[config.mk]
export PLATFORM = sky130hd
export DESIGN_NAME = seq_rom_port
export DESIGN_NICKNAME = d
export VERILOG_FILES = /design/src/rtl/seq_rom_pkg.sv /design/src/rtl/seq_rom_addr_gen.sv /design/src/rtl/seq_rom_hit_ctrl.sv /design/src/rtl/seq_rom_port.sv
export SDC_FILE = /design/constraint.sdc
export NUM_CORES = 1
export LEC_CHECK = 0
export BUFFER_PORTS_ARGS = -buffer_cell sky130_fd_sc_hd__buf_2
export CAP_MARGIN = 20
export CORE_ASPECT_RATIO = 2
export CORE_MARGIN = 5
export CORE_UTILIZATION = 30
export CTS_CLUSTER_DIAMETER = 40
export CTS_CLUSTER_SIZE = 10
export DETAILED_ROUTE_END_ITERATION = 12
export PLACE_DENSITY = 0.52
export RECOVER_POWER = 50
export SLEW_MARGIN = 20
export SYNTH_ARGS = -nofsm -noshare
export SYNTH_HDL_FRONTEND = slang
export SYNTH_SLANG_ARGS = --single-unit
[constraint.sdc]
create_clock -name clk -period 3.25 [get_ports clk]
set_input_delay 0.1625 -clock clk [delete_from_list [all_inputs] [get_ports clk]]
set_output_delay 0.1625 -clock clk [all_outputs]
set_load 0.01 [all_outputs]
[src/rtl/seq_rom_pkg.sv]
package seq_rom_pkg;
  localparam int ROM_AW = 18;
  localparam int ROM_DW = 32;

  typedef enum logic [1:0] {
    SRC_INCR = 2'b01,
    SRC_REQ  = 2'b10
  } addr_src_e;
endpackage

[src/rtl/seq_rom_addr_gen.sv]
module seq_rom_addr_gen #(
  parameter int AW = seq_rom_pkg::ROM_AW
) (
  input  logic          clk,
  input  logic          rst_n,
  input  logic [AW-1:0] req_addr,
  input  logic          reload,
  input  logic          advance,
  output logic [AW-1:0] rom_addr
);
  import seq_rom_pkg::*;

  logic [AW-1:0] req_addr_q;
  logic [AW-1:0] incr_q;
  addr_src_e     src_q;

  always_ff @(posedge clk) begin
    if (!rst_n) begin
      req_addr_q <= '0;
      incr_q     <= '0;
      src_q      <= SRC_INCR;
    end else begin
      req_addr_q <= req_addr;
      src_q      <= reload ? SRC_REQ : SRC_INCR;
      if (advance) incr_q <= rom_addr + AW'(1);
      else         incr_q <= rom_addr;
    end
  end

  always_comb begin
    unique case (src_q)
      SRC_REQ: rom_addr = req_addr_q;
      default: rom_addr = incr_q;
    endcase
  end
endmodule

[src/rtl/seq_rom_hit_ctrl.sv]
module seq_rom_hit_ctrl #(
  parameter int AW = seq_rom_pkg::ROM_AW
) (
  input  logic          clk,
  input  logic          rst_n,
  input  logic [AW-1:0] req_addr,
  input  logic          req_cs,
  input  logic          req_seq,
  input  logic [AW-1:0] rom_addr,
  output logic          rom_cs,
  output logic          miss,
  output logic          stall,
  output logic          rd_valid
);
  logic cs_q, stall_q, valid_q, started_q;
  logic addr_eq, seq_trust, hit;

  assign addr_eq   = (rom_addr == req_addr);
  assign seq_trust = stall_q | (req_seq & started_q);
  assign hit       = req_cs & cs_q & addr_eq & seq_trust;
  assign miss      = req_cs & ~hit;

  always_ff @(posedge clk) begin
    if (!rst_n) begin
      cs_q      <= 1'b0;
      stall_q   <= 1'b0;
      valid_q   <= 1'b0;
      started_q <= 1'b0;
    end else begin
      cs_q    <= req_cs;
      stall_q <= miss;
      valid_q <= hit;
      if (req_cs) started_q <= 1'b1;
    end
  end

  assign rom_cs   = cs_q;
  assign stall    = stall_q;
  assign rd_valid = valid_q;
endmodule

[src/rtl/seq_rom_port.sv]
module seq_rom_port #(
  parameter int AW = seq_rom_pkg::ROM_AW,
  parameter int DW = seq_rom_pkg::ROM_DW
) (
  input  logic          clk,
  input  logic          rst_n,
  input  logic [AW-1:0] req_addr,
  input  logic          req_cs,
  input  logic          req_seq,
  output logic [DW-1:0] rd_data,
  output logic          rd_valid,
  output logic          stall,
  output logic [AW-1:0] rom_addr,
  output logic          rom_cs,
  input  logic [DW-1:0] rom_rdata
);
  logic miss;

  seq_rom_hit_ctrl #(.AW(AW)) u_ctrl (
    .clk      (clk),
    .rst_n    (rst_n),
    .req_addr (req_addr),
    .req_cs   (req_cs),
    .req_seq  (req_seq),
    .rom_addr (rom_addr),
    .rom_cs   (rom_cs),
    .miss     (miss),
    .stall    (stall),
    .rd_valid (rd_valid)
  );

  seq_rom_addr_gen #(.AW(AW)) u_agen (
    .clk      (clk),
    .rst_n    (rst_n),
    .req_addr (req_addr),
    .reload   (miss),
    .advance  (rom_cs),
    .rom_addr (rom_addr)
  );

  assign rd_data = rom_rdata;
endmodule

==> results of run 1 <==
## where the power goes
| part | leakage (nW) | total, mW | switching (mW) | internal (mW) |
|---|---|---|---|---|
| sequential | 0.337 | 0.539 | 0.0170 | 0.522 |
| combinational | 0.869 | 0.143 | 0.0840 | 0.0588 |
| clock | 0.0797 | 0.557 | 0.201 | 0.357 |
## stage by stage
stage	instances	util [%]
2_1_floorplan	329	-
3_3_place_gp	433	31.3
3_5_place_dp	433	31.3
4_1_cts	440	33.2
5_1_grt	440	33.2
6_report	440	33.2
## sequential cells by signal, summed over array words and instances (netlist names)
| signal | flops |
|---|---|
| u_ctrl.rom_cs | 1 |
| u_ctrl.stall | 1 |
| u_agen.src_q | 1 |
| u_ctrl.rd_valid | 1 |
| u_agen.incr_q | 18 |
| u_ctrl.started_q | 1 |
| u_agen.req_addr_q | 18 |
## critical path, cell delays in order (launching register included)
cell and delay [ps]:
dfxtp_1 430, nand2b_1 170, buf_4 360, mux2i_1 480, o22ai_1 220, nor4_1 400
nand4_1 230, and2_1 220
## how the worst max path moves through the flow
stage / endpoint / slack, ps / cells past startpoint
global placement: u_ctrl.stall / 670 / 7
finish: u_ctrl.stall / 610 / 7
detailed placement: u_ctrl.stall / 660 / 7
global route: u_agen.incr_q[15] / 490 / 7
CTS: u_ctrl.stall / 610 / 7
floorplan: u_agen.incr_q[14] / 600 / 10
## placed cells by master (no fill, tap or decap), types with 2 or more instances in the layout
| cell | n |
|---|---|
| nor2b_1 | 13 |
| nor4_1 | 3 |
| buf_2 | 40 |
| and3_1 | 5 |
| inv_1 | 20 |
| a21oi_1 | 11 |
| nand3_1 | 4 |
| clkbuf_1 | 2 |
| and4bb_2 | 4 |
| dfxtp_1 | 41 |
| xnor2_1 | 15 |
| nand3b_1 | 3 |
| nor3b_1 | 2 |
| buf_4 | 5 |
| and2_1 | 9 |
| a2111oi_0 | 4 |
| o22ai_1 | 4 |
| o21ai_0 | 9 |
| o21a_1 | 2 |
| a31oi_1 | 2 |
| nand2b_1 | 4 |
| and4b_1 | 3 |
| or3_1 | 3 |
| mux2_2 | 2 |
| mux2i_1 | 13 |
| nand4_1 | 5 |
| o2bb2ai_1 | 2 |
| nor2_1 | 31 |
| and2_0 | 8 |
| nand2_1 | 33 |
| nor3_1 | 12 |
| clkbuf_16 | 5 |
| o2111ai_1 | 3 |
## layout make-up
class	count	area, sq um	area share, %
clock inverter	2	35.0	1.23
clock buffer	5	125	4.39
multi-input combinational	225	1420	49.9
tap	100	125	4.39
inverter	20	75.1	2.64
timing repair buffer	47	245	8.61
sequential	41	821	28.8
## cells by family (layout without fill, tap and decap cells)
group                    Yosys count  in the layout  share of synthesized area, %
AO/OA/AOI/OAI                     45             45                          11.5
multiplexers                      15             15                          5.82
XOR/XNOR                          16             16                          5.34
flip-flops                        41             41                          31.3
AND/OR/NAND/NOR                  148            148                          31.0
adder cells (fa/ha/maj)            1              1                         0.477
buffers and inverters             63             74                          14.6
## per-layer routing
| layer | global-route usage, % | part of all wire [%] | vias to the layer above |
|---|---|---|---|
| met2 | 29.3 | 56 | 73 |
| met4 | 10.0 | 5.6 | 0 |
| met5 | 0 | 0 | - |
| li1 | - | - | 1120 |
| met1 | 14.6 | 34 | 1050 |
| met3 | 2.22 | 4.2 | 34 |
==> impl_metrics.ini, run 1 <==
[final_layout]
drive_gt1_share_pct = 18.5
n_antenna_cell = 0
fin_area_sq_um = 2850
nNetsFinal = 395
fillers = 910
areaGrowthSynthToFinish_pct = 8.58

[global_route]
grt_overflow = 0
antenna_found_initial = 0
grt_use_total_pct = 15.2
grt_max_degree = 33
grt_pass1_wl_um = 12700
grt_pass1_vias = 2362

[sta]
rsz0062_at_grt = no
clock.fmax_mhz = 379
slew_headroom_pct = 39.5
hold_slack_ps = 105
skew_ps = 6.86
fin_crit_sh_pct = 81.2
min_period_ps = 2640
fin_ws_ps = 610
hold_viol = 0
tightest_slew_ps = 907
fin_tns_setup_ps = 0
setup_violations = 0
slew_viol_final = 0

[cts]
cts_resized = 0
numCtsBuffers = 5
path_clk_slew_ps = 60
cts_num_sinks = 41
cts_tree = yes
clock_latency_ps = 290
cts_buffer_depth = 2
hold_buffers = 0
cts_root_buf = clkbuf_16
postCtsSetupRepairBufs = 0
cts_htree_levels = 2

[yosys]
yosysSeqAreaShare_pct = 31.3
syn_area_sq_um = 2620
synth_top_area_cell = dfxtp_1
ys_ff_latch = 41
syn_inst = 329
avgSynthCellArea_sq_um = 7.97
synth_cell_types = 48
ys_async_sr_fraction_pct = 0
ys_warn_count = 0
synth_nets = 384
ys.flop_type = dfxtp_1
yosys-top-cells-count = dfxtp_1, nand2_1, buf_4
synth-edff-count = 0
yosysMostFrequentCell = dfxtp_1
synth_top_area_share_pct = 31.3
synthTopCellsByArea = dfxtp_1, buf_4, xnor2_1

[drt]
drc = 0
drtIter0Drc = 89
wl_um = 8080
firstDrtPassIters = 4
vias = 2277
wl_per_cell_um = 18.4
ant_nets = 0
via_per_inst = 5.18

[floorplanning]
dieArea_sq_um = 10800
die_h_um = 142
chipWidth_um = 76.1
row_count = 48
start_util_pct = 30.6
top_level_ports = 107
core_sq_um = 8590

[placement]
finalWeightedCongestion = 0.859
dp_hpwl_um = 6400
placed_area_sq_um = 2690
portBuffers = 42
place_ws_ps = 656

[critical_path]
rrSetupSlack_ps = 610
cp_max_fo = 32
crit_type = reg2reg
arrival_ps = 2820
startpoint_type = flip-flop
r2r-end = u_ctrl.stall
worst_setup_path_end_kind = flip-flop
rr_worst_depth = 7
crit_start = u_agen.src_q[0]
crit-reg2reg-launch = u_agen.src_q[0]
crit_required_ps = 3430

[worst_hold_path]
hold_class = in2reg
hold_end = u_ctrl.started_q
hold_depth = 3
min-delay-start = req_cs

[outcome]
status = completed

[pwr]
power_mw = 1.24
power_density_nw_per_um2 = 435
vdd_drop_max_uv = 173
leakagePower_nw = 1.29

[flow_run]
maxCapViolations = 0
(Power assumes the default switching activity.)
==> run 2: changes to the inputs <==
Settings changed: ABC_AREA set to 1, PLACE_DENSITY 0.52 to 0.53.
Clock period 3.25 ns to 2.4 ns, I/O delays scaled along.
==> run 2 against run 1 <==
- total power is 28% higher
- final cell count is 26% higher
- flip-flop and latch count stayed put
- critical path type unchanged
- combinational power is 48% higher
- wire length is 6.2% lower
- largest power group is now registers
- via count is 8.5% higher
==> impl_metrics.ini, run 2 <==
[outcome]
status = completed

[cts]
cts_htree_levels = 2
postCtsSetupRepairBufs = 0
cts_tree = yes
cts_root_buf = clkbuf_16
cts_num_sinks = 41
path_clk_slew_ps = 60
hold_buffers = 0
cts_resized = 0
numCtsBuffers = 5
clock_latency_ps = 280
cts_buffer_depth = 2

[yosys]
synth_nets = 492
synth_cell_types = 33
synth_top_area_cell = dfxtp_1
syn_inst = 437
avgSynthCellArea_sq_um = 6.46
yosysSeqAreaShare_pct = 29.1
synthTopCellsByArea = dfxtp_1, nand2_1, inv_1
synth_top_area_share_pct = 29.1
ys_async_sr_fraction_pct = 0
ys.flop_type = dfxtp_1
ys_warn_count = 0
synth-edff-count = 0
yosys-top-cells-count = nand2_1, inv_1, dfxtp_1
syn_area_sq_um = 2820
yosysMostFrequentCell = nand2_1
ys_ff_latch = 41

[final_layout]
mostFrequentLayoutCell = nand2_1
nNetsFinal = 505
areaGrowthSynthToFinish_pct = 7.67
layout_common_cells = nand2_1, inv_1, buf_2, dfxtp_1, nor2_1
top_regs = u_agen.incr_q: 18 flops, u_agen.req_addr_q: 18 flops
drive_gt1_share_pct = 23.3
n_antenna_cell = 0

[critical_path]
cp_cell_sequence = nand2_4 -> buf_12 -> nand2_1 -> nand2_1 -> nand2_1 -> nand2_1 -> nor2_1 -> nand2_1 -> inv_1 -> nand2_1 -> nor2_1 -> nor2_1
crit_type = reg2reg
worst_setup_path_end_kind = flip-flop
crit_path_top_delay_cell = dfxtp_1
arrival_ps = 2140
critPathMaxStageDelay_ps = 570
cp_max_fo = 23
crit_required_ps = 2570
crit_start = u_ctrl.stall
rr_worst_depth = 12
startpoint_type = flip-flop
cp_common_cell = nand2_1
crit-reg2reg-launch = u_ctrl.stall

[sta]
slew_viol_final = 0
clock.fmax_mhz = 509
fin_ws_ps = 435
fin_crit_sh_pct = 81.9
skew_ps = 1.78
fin_tns_setup_ps = 0
rsz0062_at_grt = no
tightest_slew_ps = 1200
hold_viol = 0
setup_violations = 0
slew_headroom_pct = 20.1
min_period_ps = 1970

[global_route]
grt_use_total_pct = 13.8
grt_overflow = 0
grt_pass1_wl_um = 12300
grt_max_degree = 25
antenna_found_initial = 0
grt_pass1_vias = 2491

[drt]
wl_um = 7580
drtIter0Drc = 107
ant_nets = 0
via_per_inst = 4.45
vias = 2471
firstDrtPassIters = 6
wl_per_cell_um = 13.7
drc = 0

[placement]
portBuffers = 42
finalWeightedCongestion = 0.868
place_ws_ps = 416
dp_hpwl_um = 6250

[worst_hold_path]
min-delay-start = req_addr[14]
hold_class = in2reg
hold_depth = 3

[pwr]
vdd_drop_max_uv = 253
power_density_nw_per_um2 = 522
leakagePower_nw = 1.68

[floorplanning]
core_sq_um = 9320
dieArea_sq_um = 11600
row_count = 50
start_util_pct = 30.3
chipWidth_um = 78.6
top_level_ports = 107
die_h_um = 147

[flow_run]
maxCapViolations = 0
-- run 2: changes by cell type after synthesis, moves of 15 or more --
cell	before	now
and2_1	17	1
inv_1	20	72
nand2_1	33	132
nand2_2	0	19
nand3_1	4	30
xnor2_1	15	0
-- run 2: worst paths after layout --
kind	endpoint	slack (ps)
setup / recovery	u_ctrl.stall	430
hold reg to reg	u_ctrl.started_q	440
setup reg to reg	u_ctrl.stall	430
hold / removal	u_agen.req_addr_q[14]	30
-- run 2: power breakdown --
| group | switching [mW] | total [mW] | internal (mW) |
|---|---|---|---|
| clock | 0.262 | 0.650 | 0.387 |
| combinational | 0.137 | 0.211 | 0.0736 |
| sequential | 0.0178 | 0.727 | 0.709 |
-- run 2: cells by family after synthesis --
| family | after synthesis | synth area share [%] |
|---|---|---|
| flip-flops | 41 | 29.1 |
| XOR/XNOR | 1 | 0.310 |
| AND/OR/NAND/NOR | 256 | 45.2 |
| adder cells (fa/ha/maj) | 1 | 0.443 |
| AO/OA/AOI/OAI | 20 | 3.94 |
| buffers and inverters | 118 | 21.0 |
-- run 2: through the flow --
stage / power (mW) / instances / instance area [sq um] / util [%] / hold WS, ps
after floorplan: 0.930 / 437 / 2820 / - / 213
after global placement: 0.954 / 547 / 2910 / 31.2 / 240
after detailed placement: 0.957 / 547 / 2910 / 31.2 / 240
after CTS: 1.61 / 555 / 3040 / 32.6 / 30.9
after global routing: 1.66 / 555 / 3040 / 32.6 / 45.9
final: 1.59 / 555 / 3040 / 32.6 / 31.1
-- run 2: metal layers --
metal / GRT usage (%) / vias up / share of wire [%]
li1: - / 1310 / -
met1: 13.2 / 1092 / 36
met2: 27.1 / 45 / 57
met3: 1.90 / 24 / 3.1
met4: 7.27 / 0 / 3.9
met5: 0 / - / 0
-- run 2: worst max-delay path, delay by kind of cell (launching register included) --
| family | cells | cell delay (ps) |
|---|---|---|
| simple gates | 10 | 1030 |
| buf+inv | 2 | 250 |
| flops | 1 | 570 |
-- run 2: final cells by class --
cell class,count,area (sq um)
Clock buffer,8,136
Multi-Input combinational cell,278,1410
Sequential cell,41,821
Tap cell,104,130
Timing Repair Buffer,46,251
Fill cell,1046,6280
Inverter,78,293
==> run 3: changes to the inputs <==
Clock period 2.4 ns to 1.6 ns, I/O delays scaled along.
==> run 3 against run 2 <==
- the run now ends with negative setup slack left
- sequential power grew 50%
- die area unchanged
- maximum frequency grew 15%
- wire length grew 16%
- via count rose by 15%
- largest cell class unchanged
==> impl_metrics.ini, run 3 (synthesized netlist as in run 2, its figures left out) <==
[critical_path]
crit_start = u_agen.src_q[0]
rr_worst_depth = 12
r2r-end = u_agen.incr_q[17]
rrSetupSlack_ps = -110
cp_max_fo = 8
worst_setup_path_end_kind = flip-flop
crit-reg2reg-launch = u_agen.src_q[0]
arrival_ps = 1900
crit_required_ps = 1790
startpoint_type = flip-flop
crit_end = u_agen.incr_q[17]
crit_type = reg2reg

[cts]
cts_buffer_depth = 2
numCtsBuffers = 5
cts_tree = yes
cts_htree_levels = 2
cts_num_sinks = 41
clock_latency_ps = 290
cts_root_buf = clkbuf_16
path_clk_slew_ps = 60

[drt]
drc = 0
drtIter0Drc = 141
vias = 2840
ant_nets = 0
firstDrtPassIters = 4
wl_per_cell_um = 13.9
via_per_inst = 4.48
wl_um = 8800

[floorplanning]
die_h_um = 147
top_level_ports = 107
start_util_pct = 30.3
chipWidth_um = 78.6
dieArea_sq_um = 11600
core_sq_um = 9320
row_count = 50

[sta]
tightest_slew_ps = 700
slew_headroom_pct = 53.3
hold_slack_ps = 9.71
fin_ws_ps = -110
rsz0062_at_grt = yes
setup_violations = 12
clock.fmax_mhz = 585
slew_viol_final = 0
min_period_ps = 1710
fin_crit_sh_pct = 107
hold_viol = 0
skew_ps = 9.51

[final_layout]
n_antenna_cell = 0
drive_gt1_share_pct = 40.8
nNetsFinal = 584
top_regs = u_agen.incr_q: 18 flops, u_agen.req_addr_q: 18 flops
multiInputGateArea_sq_um = 1680
final_util_pct = 43.1
mostFrequentLayoutCell = nand2_1
fillers = 974
regArea_sq_um = 828
areaGrowthSynthToFinish_pct = 42.2
layout_common_cells = nand2_1, inv_1, buf_4

[pwr]
comb_power_share_pct = 18.4
power_density_nw_per_um2 = 654
p_clk_share_pct = 39.9
power_frac_seq_pct = 41.7
power.switching_mw = 0.720
p_sw_share_pct = 27.4
leakagePower_nw = 2.11
p_int_mw = 1.91
vdd_drop_max_uv = 380

[global_route]
grt_use_total_pct = 15.4
grt_max_degree = 21
antenna_found_initial = 0
grt_overflow = 0
grt_pass1_vias = 2856
grt_pass1_wl_um = 13600

[worst_hold_path]
hold_class = in2reg

[placement]
dp_hpwl_um = 6740
finalWeightedCongestion = 0.859
portBuffers = 42

[flow_run]
maxCapViolations = 0

[outcome]
violations = negative setup slack
status = finished, violations left
-- run 3: cell types whose count changed in the layout (fill, tap and decap cells not counted), sizes merged --
cell         change
buf             +68
dlygate4sd3      +9
clkbuf           +1
nand2            +1
-- run 3: worst min path at each step --
stage | from | to | slack, ps | depth (start not counted)
final | req_addr[11] | u_agen.req_addr_q[11] | 10 | 3
after global routing | req_addr[7] | u_agen.req_addr_q[7] | 30 | 3
after CTS | req_addr[11] | u_agen.req_addr_q[11] | 10 | 3
after detailed placement | rom_rdata[1] | rd_data[1] | 160 | 0
after global placement | rom_rdata[1] | rd_data[1] | 160 | 0
after floorplan | req_addr[0] | u_agen.req_addr_q[0] | 170 | 2
-- run 3: layout make-up --
class / instances / area share [%]
inverters: 78 / 7.54
flip-flops and latches: 41 / 20.6
clock buffers: 8 / 3.64
multi-input cells: 279 / 41.8
repair buffers: 124 / 23.2
well taps: 104 / 3.24
-- run 3: power groups by stage --
stage / registers [mW] / logic [mW] / clock network, mW
2_1_floorplan: 1.11 / 0.304 / 0
3_5_place_dp: 1.11 / 0.405 / 0
5_1_grt: 1.10 / 0.534 / 1.11
4_1_cts: 1.09 / 0.471 / 1.08
3_3_place_gp: 1.11 / 0.402 / 0
6_report: 1.09 / 0.484 / 1.05
-- run 3: per-layer routing --
metal | vias to the layer above | routed length [um] | GRT usage (%)
met4 | 0 | 360 | 8.84
met1 | 1301 | 2980 | 13.6
li1 | 1463 | - | -
met2 | 43 | 5200 | 31.0
met3 | 33 | 260 | 2.45
met5 | - | 0 | 0
-- run 3: timing repair --
action,4_1_cts,5_1_grt
setup endpoints to repair,22,27
setup buffers,17,5
pin swaps,18,12
resized for setup,32,38
hold endpoints to repair,9,0
cloned,1,0
hold buffers,9,0
-- run 3: critical path, stage by stage, from the launching register on --
cell	delay, ps
dfxtp_4	380
inv_8	50
buf_12	120
nand2_8	100
nand2_1	100
nand2_4	110
nand2_1	130
nor2_2	160
nand2_2	100
nor2_4	140
nand4_1	110
nand2_1	70
nor2_1	30
-- run 3: per-stage QoR --
step                power (mW)  setup TNS, ps  cells  worst slack, ps  area (sq um)
CTS                       2.65           -594    630             -107          3840
global route              2.75          -2300    634             -195          4020
global placement          1.51          -1190    595             -161          3330
detailed placement        1.52          -1820    595             -206          3330
floorplan                 1.41           -307    437            -96.3          2880
finish                    2.63           -674    634             -110          4020
